## src/rtl/sram_ctrl_pkg.sv

```systemverilog
// Shared types and helpers for the SRAM cycle sequencer.
// Assumes all timing values are non-negative integers in nanoseconds.
package sram_ctrl_pkg;

    // Sequencer phases; one memory cycle walks a fixed path through these.
    typedef enum logic [2:0] {
        ST_IDLE  = 3'd0,
        ST_WSET  = 3'd1,
        ST_WPUL  = 3'd2,
        ST_WHLD  = 3'd3,
        ST_WGAP  = 3'd4,
        ST_RACC  = 3'd5,
        ST_ROFF  = 3'd6
    } seq_st_t;

    // Round a nanosecond interval up to whole clock periods.
    function automatic int ns_to_cyc(input int ns, input int clk_ns);
        return (ns + clk_ns - 1) / clk_ns;
    endfunction

    // Larger of two integers.
    function automatic int imax(input int a, input int b);
        return (a > b) ? a : b;
    endfunction

endpackage

```

## src/rtl/sram_phase_timer.sv

```systemverilog
// Loadable down-counter that times one sequencer phase.
// Assumes load values fit CNT_W bits; zero is flagged combinationally.
module sram_phase_timer #(
    parameter int CNT_W = 3
) (
    input  logic             clk,
    input  logic             rst_n,
    input  logic             load,
    input  logic [CNT_W-1:0] load_val,
    output logic             zero
);

    logic [CNT_W-1:0] cnt_q;

    // Count down to zero, restart on load.
    always_ff @(posedge clk) begin
        if (!rst_n) begin
            cnt_q <= '0;
        end else if (load) begin
            cnt_q <= load_val;
        end else if (cnt_q != '0) begin
            cnt_q <= cnt_q - 1'b1;
        end
    end

    assign zero = (cnt_q == '0);

    // support: an idle counter never wraps below zero.
    a_r6_no_wrap: assert property (@(posedge clk) disable iff (!rst_n)
        (!load && zero) |=> zero);

endmodule

```

## src/rtl/sram_seq.sv

```systemverilog
// Phase sequencer: accepts a host request in idle and steps through
// setup, strobe, hold and deselect phases using the phase timer.
// Assumes every *_CYC parameter is at least 1.
module sram_seq
    import sram_ctrl_pkg::*;
#(
    parameter int SU_CYC   = 1,
    parameter int WP_CYC   = 3,
    parameter int HOLD_CYC = 1,
    parameter int GAP_CYC  = 1,
    parameter int RD_CYC   = 4,
    parameter int ROFF_CYC = 2
) (
    input  logic    clk,
    input  logic    rst_n,
    input  logic    req,
    input  logic    req_write,
    output seq_st_t state_q,
    output seq_st_t state_nxt,
    output logic    accept,
    output logic    capture,
    output logic    ack_set
);

    localparam int MAX_CYC = imax(imax(imax(SU_CYC, WP_CYC), imax(HOLD_CYC, GAP_CYC)),
                                  imax(RD_CYC, ROFF_CYC));
    localparam int CNT_W   = $clog2(MAX_CYC) + 1;

    localparam logic [CNT_W-1:0] LD_SU   = CNT_W'(SU_CYC - 1);
    localparam logic [CNT_W-1:0] LD_WP   = CNT_W'(WP_CYC - 1);
    localparam logic [CNT_W-1:0] LD_HOLD = CNT_W'(HOLD_CYC - 1);
    localparam logic [CNT_W-1:0] LD_GAP  = CNT_W'(GAP_CYC - 1);
    localparam logic [CNT_W-1:0] LD_RD   = CNT_W'(RD_CYC - 1);
    localparam logic [CNT_W-1:0] LD_ROFF = CNT_W'(ROFF_CYC - 1);

    logic             tmr_load;
    logic [CNT_W-1:0] tmr_val;
    logic             tmr_zero;

    sram_phase_timer #(.CNT_W(CNT_W)) u_timer (
        .clk      (clk),
        .rst_n    (rst_n),
        .load     (tmr_load),
        .load_val (tmr_val),
        .zero     (tmr_zero)
    );

    // Next phase, timer reload and event strobes.
    always_comb begin
        state_nxt = state_q;
        tmr_load  = 1'b0;
        tmr_val   = '0;
        accept    = 1'b0;
        capture   = 1'b0;
        ack_set   = 1'b0;
        case (state_q)
            ST_IDLE: begin
                if (req) begin
                    accept   = 1'b1;
                    tmr_load = 1'b1;
                    if (req_write) begin
                        state_nxt = ST_WSET;
                        tmr_val   = LD_SU;
                    end else begin
                        state_nxt = ST_RACC;
                        tmr_val   = LD_RD;
                    end
                end
            end
            ST_WSET: if (tmr_zero) begin
                state_nxt = ST_WPUL;
                tmr_load  = 1'b1;
                tmr_val   = LD_WP;
            end
            ST_WPUL: if (tmr_zero) begin
                state_nxt = ST_WHLD;
                tmr_load  = 1'b1;
                tmr_val   = LD_HOLD;
            end
            ST_WHLD: if (tmr_zero) begin
                state_nxt = ST_WGAP;
                tmr_load  = 1'b1;
                tmr_val   = LD_GAP;
                ack_set   = 1'b1;
            end
            ST_WGAP: if (tmr_zero) begin
                state_nxt = ST_IDLE;
            end
            ST_RACC: if (tmr_zero) begin
                state_nxt = ST_ROFF;
                tmr_load  = 1'b1;
                tmr_val   = LD_ROFF;
                capture   = 1'b1;
                ack_set   = 1'b1;
            end
            ST_ROFF: if (tmr_zero) begin
                state_nxt = ST_IDLE;
            end
            default: state_nxt = ST_IDLE;
        endcase
    end

    // Phase register.
    always_ff @(posedge clk) begin
        if (!rst_n) state_q <= ST_IDLE;
        else        state_q <= state_nxt;
    end

    // the completion strobe never lasts two cycles.
    a_r6_ack_single: assert property (@(posedge clk) disable iff (!rst_n)
        ack_set |=> !ack_set);

    // an operation can only start from idle.
    a_r7_start_from_idle: assert property (@(posedge clk) disable iff (!rst_n)
        ((state_q == ST_WSET || state_q == ST_RACC) && $past(state_q) != state_q)
        |-> $past(state_q) == ST_IDLE);

endmodule

```

## src/rtl/sram_pin_drv.sv

```systemverilog
// Pin driver: registers every memory pin from the next phase so that the
// strobes are glitch-free, holds address and write byte for the whole cycle,
// and captures the read byte.
// Assumes the memory data is settled when capture is raised.
module sram_pin_drv
    import sram_ctrl_pkg::*;
#(
    parameter int ADDR_W = 17,
    parameter int DATA_W = 8
) (
    input  logic              clk,
    input  logic              rst_n,
    input  seq_st_t           state_nxt,
    input  logic              accept,
    input  logic              capture,
    input  logic              ack_set,
    input  logic [ADDR_W-1:0] req_addr,
    input  logic [DATA_W-1:0] req_wdata,
    input  logic [DATA_W-1:0] dq_in,
    output logic [ADDR_W-1:0] mem_addr,
    output logic              mem_sel_n,
    output logic              mem_sel,
    output logic              mem_oe_n,
    output logic              mem_we_n,
    output logic [DATA_W-1:0] dq_out,
    output logic              dq_drive,
    output logic [DATA_W-1:0] rdata,
    output logic              ack
);

    logic sel_nxt;
    assign sel_nxt = (state_nxt == ST_WSET) || (state_nxt == ST_WPUL) ||
                     (state_nxt == ST_WHLD) || (state_nxt == ST_RACC);

    // Latch address and write byte when a request is taken.
    always_ff @(posedge clk) begin
        if (!rst_n) begin
            mem_addr <= '0;
            dq_out   <= '0;
        end else if (accept) begin
            mem_addr <= req_addr;
            dq_out   <= req_wdata;
        end
    end

    // Control strobes decoded from the coming phase.
    always_ff @(posedge clk) begin
        if (!rst_n) begin
            mem_sel_n <= 1'b1;
            mem_sel   <= 1'b0;
            mem_oe_n  <= 1'b1;
            mem_we_n  <= 1'b1;
            dq_drive  <= 1'b0;
        end else begin
            mem_sel_n <= !sel_nxt;
            mem_sel   <= sel_nxt;
            mem_oe_n  <= (state_nxt != ST_RACC);
            mem_we_n  <= (state_nxt != ST_WPUL);
            dq_drive  <= (state_nxt == ST_WPUL) || (state_nxt == ST_WHLD);
        end
    end

    // Read capture and completion pulse.
    always_ff @(posedge clk) begin
        if (!rst_n) begin
            rdata <= '0;
            ack   <= 1'b0;
        end else begin
            if (capture) rdata <= dq_in;
            ack <= ack_set;
        end
    end

    // output enable stays high under a low write strobe.
    a_r3_oe_high_in_write: assert property (@(posedge clk) disable iff (!rst_n)
        !mem_we_n |-> mem_oe_n);

    // chip is selected whenever the write strobe is low.
    a_r4_sel_in_write: assert property (@(posedge clk) disable iff (!rst_n)
        !mem_we_n |-> (!mem_sel_n && mem_sel));

    // address holds across a low write strobe.
    a_r4_addr_stable: assert property (@(posedge clk) disable iff (!rst_n)
        (!mem_we_n && !$past(mem_we_n)) |-> $stable(mem_addr));

    // the strobe falls only after a cycle with the chip already selected.
    a_r4_setup_before_strobe: assert property (@(posedge clk) disable iff (!rst_n)
        $fell(mem_we_n) |-> !$past(mem_sel_n));

    // no drive while the memory's outputs are enabled.
    a_r5_no_contention: assert property (@(posedge clk) disable iff (!rst_n)
        !(dq_drive && !mem_oe_n));

    // drive after the strobe rises lasts one hold cycle at most.
    a_r5_drive_release: assert property (@(posedge clk) disable iff (!rst_n)
        (dq_drive && mem_we_n) |=> !dq_drive);

endmodule

```

## src/rtl/sram_cycle_ctrl.sv

```systemverilog
// Top of the SRAM cycle sequencer. Converts nanosecond limits to cycle
// counts, then joins the phase sequencer and the pin driver.
// Assumes CLK_NS > 0 and one outstanding request at a time.
module sram_cycle_ctrl
    import sram_ctrl_pkg::*;
#(
    parameter int ADDR_W   = 17,
    parameter int DATA_W   = 8,
    parameter int CLK_NS   = 20,
    parameter int T_RC_NS  = 70,
    parameter int T_AA_NS  = 70,
    parameter int T_OE_NS  = 35,
    parameter int T_OHZ_NS = 35,
    parameter int T_WC_NS  = 70,
    parameter int T_AW_NS  = 60,
    parameter int T_WP_NS  = 45,
    parameter int T_DW_NS  = 30,
    parameter int T_AS_NS  = 0,
    parameter int T_WR_NS  = 0,
    parameter int T_DH_NS  = 0
) (
    input  logic              clk,
    input  logic              rst_n,
    input  logic              host_req,
    input  logic              host_write,
    input  logic [ADDR_W-1:0] host_addr,
    input  logic [DATA_W-1:0] host_wdata,
    output logic              host_ready,
    output logic              host_ack,
    output logic [DATA_W-1:0] host_rdata,
    output logic [ADDR_W-1:0] mem_addr,
    output logic              mem_sel_n,
    output logic              mem_sel,
    output logic              mem_oe_n,
    output logic              mem_we_n,
    output logic [DATA_W-1:0] mem_dq_out,
    output logic              mem_dq_drive,
    input  logic [DATA_W-1:0] mem_dq_in
);

    localparam int SU_CYC   = imax(1, ns_to_cyc(T_AS_NS, CLK_NS));
    localparam int WP_CYC   = imax(imax(1, ns_to_cyc(T_WP_NS, CLK_NS)),
                                   imax(ns_to_cyc(T_DW_NS, CLK_NS),
                                        ns_to_cyc(T_AW_NS, CLK_NS) - SU_CYC));
    localparam int HOLD_CYC = imax(1, imax(ns_to_cyc(T_WR_NS, CLK_NS),
                                           ns_to_cyc(T_DH_NS, CLK_NS)));
    localparam int GAP_CYC  = imax(1, ns_to_cyc(T_WC_NS, CLK_NS) - SU_CYC - WP_CYC - HOLD_CYC);
    localparam int RD_CYC   = imax(1, imax(ns_to_cyc(T_RC_NS, CLK_NS),
                                           imax(ns_to_cyc(T_AA_NS, CLK_NS),
                                                ns_to_cyc(T_OE_NS, CLK_NS))));
    localparam int ROFF_CYC = imax(1, ns_to_cyc(T_OHZ_NS, CLK_NS));

    seq_st_t state_q;
    seq_st_t state_nxt;
    logic    accept;
    logic    capture;
    logic    ack_set;

    sram_seq #(
        .SU_CYC   (SU_CYC),
        .WP_CYC   (WP_CYC),
        .HOLD_CYC (HOLD_CYC),
        .GAP_CYC  (GAP_CYC),
        .RD_CYC   (RD_CYC),
        .ROFF_CYC (ROFF_CYC)
    ) u_seq (
        .clk       (clk),
        .rst_n     (rst_n),
        .req       (host_req),
        .req_write (host_write),
        .state_q   (state_q),
        .state_nxt (state_nxt),
        .accept    (accept),
        .capture   (capture),
        .ack_set   (ack_set)
    );

    sram_pin_drv #(
        .ADDR_W (ADDR_W),
        .DATA_W (DATA_W)
    ) u_pins (
        .clk       (clk),
        .rst_n     (rst_n),
        .state_nxt (state_nxt),
        .accept    (accept),
        .capture   (capture),
        .ack_set   (ack_set),
        .req_addr  (host_addr),
        .req_wdata (host_wdata),
        .dq_in     (mem_dq_in),
        .mem_addr  (mem_addr),
        .mem_sel_n (mem_sel_n),
        .mem_sel   (mem_sel),
        .mem_oe_n  (mem_oe_n),
        .mem_we_n  (mem_we_n),
        .dq_out    (mem_dq_out),
        .dq_drive  (mem_dq_drive),
        .rdata     (host_rdata),
        .ack       (host_ack)
    );

    assign host_ready = (state_q == ST_IDLE);

    // an idle sequencer leaves the memory deselected and the bus free.
    a_r1_idle_pins: assert property (@(posedge clk) disable iff (!rst_n)
        host_ready |-> (mem_sel_n && !mem_sel && mem_oe_n && mem_we_n && !mem_dq_drive));

    // the acknowledge cycle is always a deselected cycle.
    a_r8_ack_deselected: assert property (@(posedge clk) disable iff (!rst_n)
        host_ack |-> (mem_sel_n && !mem_sel && !host_ready));

endmodule

```

## config.mk

```make
export PLATFORM = sky130hd
export DESIGN_NAME = sram_cycle_ctrl
export DESIGN_NICKNAME = d
export VERILOG_FILES = /design/src/rtl/sram_ctrl_pkg.sv /design/src/rtl/sram_phase_timer.sv /design/src/rtl/sram_seq.sv /design/src/rtl/sram_pin_drv.sv /design/src/rtl/sram_cycle_ctrl.sv
export SDC_FILE = /design/constraint.sdc
export NUM_CORES = 1
export LEC_CHECK = 0
export BUFFER_PORTS_ARGS = -buffer_cell sky130_fd_sc_hd__buf_2
export CORE_MARGIN = 2
export CORE_UTILIZATION = 35
export DETAILED_ROUTE_END_ITERATION = 10
export GPL_ROUTABILITY_DRIVEN = 0
export PLACE_DENSITY = 0.59
export SYNTH_ARGS = -nofsm -noshare
export SYNTH_HDL_FRONTEND = slang
export SYNTH_HIERARCHICAL = 1
export SYNTH_SLANG_ARGS = --single-unit
```

## constraint.sdc

```tcl
create_clock -name clk -period 2.25 [get_ports clk]
set_input_delay 0.1125 -clock clk [delete_from_list [all_inputs] [get_ports clk]]
set_output_delay 0.1125 -clock clk [all_outputs]
set_load 0.01 [all_outputs]
```

==> flow_summary.ini, run 1 <==
[run_status]
run_status = completed

[setup_path]
worstPathArrival_ps = 2110
r2r-start = u_seq/u_timer/cnt_q[0]
r2r_setup_slack_ps = 320
endpoint_kind = register
r2r-end = u_pins/mem_we_n
crit_path_start = u_seq/u_timer/cnt_q[0]
crit_chain = inv_1 -> ha_1 -> nand2b_1 -> inv_1 -> maj3_2 -> o2bb2ai_2 -> and3b_1 -> nand2b_1
crit_path_top_delay_cell = maj3_2
slowest_delay_ps = 360
required_ps = 2430
path_buf_inv = 2
reg2reg_depth = 8
worstSetupPathType = reg -> reg
cp_max_fo = 12
path_delay_family = adder cells
start_kind = register

[min_path]
worstHoldEndpoint = u_pins/mem_addr[16]
min_from = host_addr[16]
whs_path_depth = 3
hold_path.class = in -> reg

[synth]
syn_nets = 219
netlist_area_um2 = 1960
ys_types = 41
syn_area_per_cell_um2 = 10.9
synth-warning-count = 6
ys_ff_latch = 45
syn_inst = 180
synth-seq-area-share_pct = 45.9

[routing]
wl_per_cell_um = 11.6
vias = 1478
first_pass_iters = 4
drc = 0
routed_via_density = 4.51
drt_wl_total_um = 3810
postRouteAntennaNets = 0
first_iter_violations = 29

[pwr]
p_leak_nw = 1.14
p_per_area_nw_per_um2 = 1120
irDropWorstVdd_uv = 362

[clock_network]
ctsHoldBuffers = 0
insertion_delay_ps = 300
cts_tree = built
clock_sinks = 45
clk_path_buf_depth = 2
htreeDepth = 2
cts_root_buffer = clkbuf_8
path_clk_slew_ps = 80
post_cts_resized = 0
postCtsSetupBuffers = 0
numCtsBuffers = 5

[global_routing]
grt_max_degree = 26
grt_use_total_pct = 12.3
grt_pass1_vias = 1379
overflow = 0
grt_pass1_wl_um = 6020
antenna_found_initial = 0

[floorplanning]
io_pins = 77
rows = 27
die-height_um = 78.9
die_w_um = 78.9
die_area_um2 = 6220
core_region_area_um2 = 5470
start_util_pct = 35.8

[timing]
slew_headroom_pct = 66.0
rsz0062_at_grt = false
clock_skew_ps = 7.56
finalMaxSlewViolations = 0
finalCriticalPeriod_ps = 1930
post-route-period-util_pct = 85.6
whs_ps = 68.6
hold_viol = 0
fmax_ghz = 0.519
finalSetupViolCount = 0
tns_ps = 0
worst_pin_slew_ps = 509

[finish]
fillers = 537
diodes = 0
final_cells = 328
drive_gt1_share_pct = 36.3
syn_to_final_growth_pct = 26.7
final_nets = 294

[placed_design]
placed_cells = 320
hpwl_um = 2710
port_buffers = 76

[job]
maxCapViolations = 0
## per-stage QoR
stage / area (um^2) / utilization [%] / total power [mW] / worst slack, ps
after detailed placement: 2370 / 43.3 / 2.18 / 342
after global routing: 2480 / 45.4 / 2.98 / 158
after floorplan: 1960 / - / 1.96 / 531
after CTS: 2480 / 45.4 / 2.82 / 319
after global placement: 2370 / 43.3 / 2.17 / 392
final: 2480 / 45.4 / 2.78 / 324
## how the worst max path moves through the flow
stage	endpoint	slack [ps]	depth (start not counted)
after floorplan	u_pins/mem_sel_n	530	8
after global placement	u_pins/mem_we_n	390	8
after detailed placement	u_pins/mem_we_n	340	8
after CTS	u_pins/mem_we_n	320	8
after global routing	u_pins/mem_we_n	160	8
final	u_pins/mem_we_n	320	8
## layout make-up
cell class,count,area [um^2],area share (%)
inverter,7,26.3,1.06
clock buffer,7,86.3,3.47
sequential,45,901,36.3
multi-input combinational,116,941,37.9
timing repair buffer,80,410,16.5
tap,72,90.1,3.63
clock inverter,1,30.0,1.21
## layout by cell type, fill, tap and decap left out, drive strengths merged, types with 2 or more instances in the layout
cell,instances
buf,80
dfxtp,45
nor2b,39
mux2i,33
inv,7
clkbuf,7
nand2b,3
and2,3
and3,3
nor4b,3
o211ai,2
a21o,2
nor3b,2
o311a,2
a2111oi,2
ha,2
nor3,2
## cell usage after synthesis
cell type	instances	area, um^2
buf_4	1	7.51
nand4b_1	1	8.76
inv_1	7	26.3
a2111oi_1	2	20.0
and3_1	3	18.8
ha_1	2	25.0
o21ai_0	1	5.00
o32ai_1	1	8.76
or3_1	1	6.26
mux2i_1	33	330
nor4b_1	2	17.5
a21oi_1	1	5.00
and3b_1	1	8.76
dfxtp_1	45	901
buf_12	2	40.0
a21o_1	2	15.0
nor3_1	1	5.00
nor2b_1	37	231
nor4b_2	1	15.0
a211oi_1	1	7.51
and2_1	3	18.8
buf_6	2	22.5
o2bb2ai_2	1	15.0
nor3_2	1	10.0
buf_2	5	25.0
nor2b_2	2	17.5
o211ai_1	2	15.0
xor2_1	1	8.76
nor3b_1	2	15.0
nand2b_1	3	18.8
maj3_2	1	11.3
o21a_1	1	7.51
conb_1	1	3.75
o41ai_1	1	8.76
nor2_1	1	3.75
nand2_1	1	3.75
o311a_1	2	20.0
o31a_1	1	8.76
clkbuf_1	2	7.51
or2b_1	1	7.51
o211a_1	1	10.0
## flip-flops by register name, indices dropped and copies added (netlist names)
name / cells
u_pins/mem_addr: 17
u_pins/dq_out: 8
u_pins/rdata: 8
u_seq/state_q: 3
u_seq/u_timer/cnt_q: 3
u_pins/ack: 1
u_pins/dq_drive: 1
u_pins/mem_oe_n: 1
u_pins/mem_sel: 1
u_pins/mem_sel_n: 1
u_pins/mem_we_n: 1
## logic make-up after synthesis
kind of cell	Yosys count	share of synthesized area, %
flip-flops	45	45.9
multiplexers	33	16.8
other	1	0.191
adder cells (fa/ha/maj)	3	1.85
AND/OR/NAND/NOR	61	20.7
AO/OA/AOI/OAI	17	7.46
XOR/XNOR	1	0.447
buffers and inverters	19	6.57
## power breakdown
group | switching [mW] | internal [mW] | leakage (nW)
Clock | 0.265 | 0.362 | 0.0585
Sequential | 0.118 | 0.962 | 0.368
Combinational | 0.551 | 0.527 | 0.715
Total | 0.933 | 1.85 | 1.14
## routing by layer
layer  wire length, um  part of all wire (%)  GRT usage (%)
met5                 0                     0              0
met4                61                   1.6           5.69
met3               307                   8.1           3.98
met2              1740                    46           20.6
met1              1700                    45           14.2
## worst register-to-register path, cell delays in order (launching register included)
cell	delay (ps)
dfxtp_1	340
inv_1	60
ha_1	230
nand2b_1	130
inv_1	180
maj3_2	360
o2bb2ai_2	240
and3b_1	210
nand2b_1	70
No activity file was read; power rests on OpenSTA's default activity.
==> run 2: changes to the inputs <==
--- a/config.mk
+++ b/config.mk
@@ -8,9 +8,11 @@
 export BUFFER_PORTS_ARGS = -buffer_cell sky130_fd_sc_hd__buf_2
 export CORE_MARGIN = 2
 export CORE_UTILIZATION = 35
+export CTS_CLUSTER_SIZE = 14
 export DETAILED_ROUTE_END_ITERATION = 10
 export GPL_ROUTABILITY_DRIVEN = 0
 export PLACE_DENSITY = 0.59
+export RECOVER_POWER = 25
 export SYNTH_ARGS = -nofsm -noshare
 export SYNTH_HDL_FRONTEND = slang
 export SYNTH_HIERARCHICAL = 1
==> flow_summary.ini, run 2 (synthesis results as in run 1) <==
[floorplanning]
die_area_um2 = 6220
start_util_pct = 35.8
io_pins = 77
die_w_um = 78.9
die-height_um = 78.9
core_region_area_um2 = 5470
rows = 27

[timing]
whs_ps = 68.7
tns_ps = 0
worst_pin_slew_ps = 509
slew_headroom_pct = 66.0
rsz0062_at_grt = false
post-route-period-util_pct = 85.6
finalCriticalPeriod_ps = 1930
finalSetupViolCount = 0
clock_skew_ps = 7.52
finalMaxSlewViolations = 0
fmax_ghz = 0.519
hold_viol = 0

[finish]
largest_reg_flops = 17
utilization_pct = 44.9
diodes = 0
drive_gt1_share_pct = 28.1
final_cell_mix = buf_2, dfxtp_1, nor2b_1
syn_to_final_growth_pct = 25.3
regMostFlops = u_pins/mem_addr
final_nets = 294
largestRegisters = u_pins/mem_addr x17, u_pins/dq_out x8, u_pins/rdata x8
layout_commonest_cell = buf_2
final_cells = 328
final_area_um2 = 2460

[setup_path]
reg2reg_depth = 8
r2r_setup_slack_ps = 320
worstPathArrival_ps = 2110
endpoint_kind = register
start_kind = register
r2r-end = u_pins/mem_we_n
required_ps = 2430
cp_max_fo = 12
crit_path_start = u_seq/u_timer/cnt_q[0]
worstSetupPathType = reg -> reg
r2r-start = u_seq/u_timer/cnt_q[0]

[clock_network]
post_cts_resized = 0
path_clk_slew_ps = 80
ctsHoldBuffers = 0
clk_path_buf_depth = 2
cts_root_buffer = clkbuf_8
insertion_delay_ps = 300
postCtsSetupBuffers = 0
htreeDepth = 2
cts_tree = built
numCtsBuffers = 5
clock_sinks = 45

[placed_design]
dpl_cell_area_um2 = 2370
port_buffers = 76
hpwl_um = 2710
placed_cells = 320

[pwr]
internal_power_mw = 1.83
seq_power_share_pct = 39.1
p_leak_nw = 1.06
clockPowerShare_pct = 22.6
switching_power_mw = 0.937
power_frac_comb_pct = 38.3
irDropWorstVdd_uv = 361
p_per_area_nw_per_um2 = 1130
switching_share_pct = 33.8

[global_routing]
grt_pass1_wl_um = 6020
grt_max_degree = 26
overflow = 0
antenna_found_initial = 0
grt_pass1_vias = 1379
grt_use_total_pct = 12.3

[routing]
wl_per_cell_um = 11.7
drt_wl_total_um = 3840
vias = 1478
routed_via_density = 4.51
drc = 0
first_pass_iters = 4
first_iter_violations = 28
postRouteAntennaNets = 0

[run_status]
run_status = completed

[job]
maxCapViolations = 0

[min_path]
min_from = host_addr[16]
hold_path.class = in -> reg
whs_path_depth = 3
worstHoldEndpoint = u_pins/mem_addr[16]
## run 2: cell count changes in the layout (fill, tap and decap cells not counted)
cell      delta
buf_2       -21
clkbuf_1    +21
## run 2: power by group through the flow
stage,combinational (mW),clock [mW],sequential (mW)
after detailed placement,1.09,0,1.10
after floorplan,0.845,0,1.12
after global routing,1.18,0.683,1.11
after CTS,1.09,0.653,1.08
final,1.06,0.627,1.08
after global placement,1.08,0,1.10
## run 2: critical path, stage by stage, from the launching register on
cell and delay (ps):
dfxtp_1 340, inv_1 60, ha_1 230, nand2b_1 130
inv_1 180, maj3_2 360, o2bb2ai_2 240, and3b_1 210
nand2b_1 70
## run 2: cell type report
type / count / area, um^2
Tap cell: 72 / 90.1
Fill cell: 546 / 3010
Sequential cell: 45 / 901
Timing Repair Buffer: 80 / 384
Clock buffer: 7 / 86.3
Multi-Input combinational cell: 116 / 941
Inverter: 7 / 26.3
Clock inverter: 1 / 30.0
## run 2: how the worst max path moves through the flow
stage,end,slack (ps)
6_report,u_pins/mem_we_n,320
5_1_grt,u_pins/mem_we_n,160
4_1_cts,u_pins/mem_we_n,320
3_5_place_dp,u_pins/mem_we_n,340
3_3_place_gp,u_pins/mem_we_n,390
2_1_floorplan,u_pins/mem_sel_n,530
## run 2: metal layers
metal / GRT usage, % / vias to the layer above / wire length [um]
met4: 5.69 / 0 / 70
met5: 0 / - / 0
met1: 14.2 / 659 / 1730
met2: 20.6 / 51 / 1740
met3: 3.98 / 5 / 304
li1: - / 763 / -
## run 2: through the flow
stage                     power [mW]  setup slack, ps
final                           2.77              324
after global routing            2.97              158
after CTS                       2.82              319
after detailed placement        2.18              342
after global placement          2.17              392
after floorplan                 1.96              531
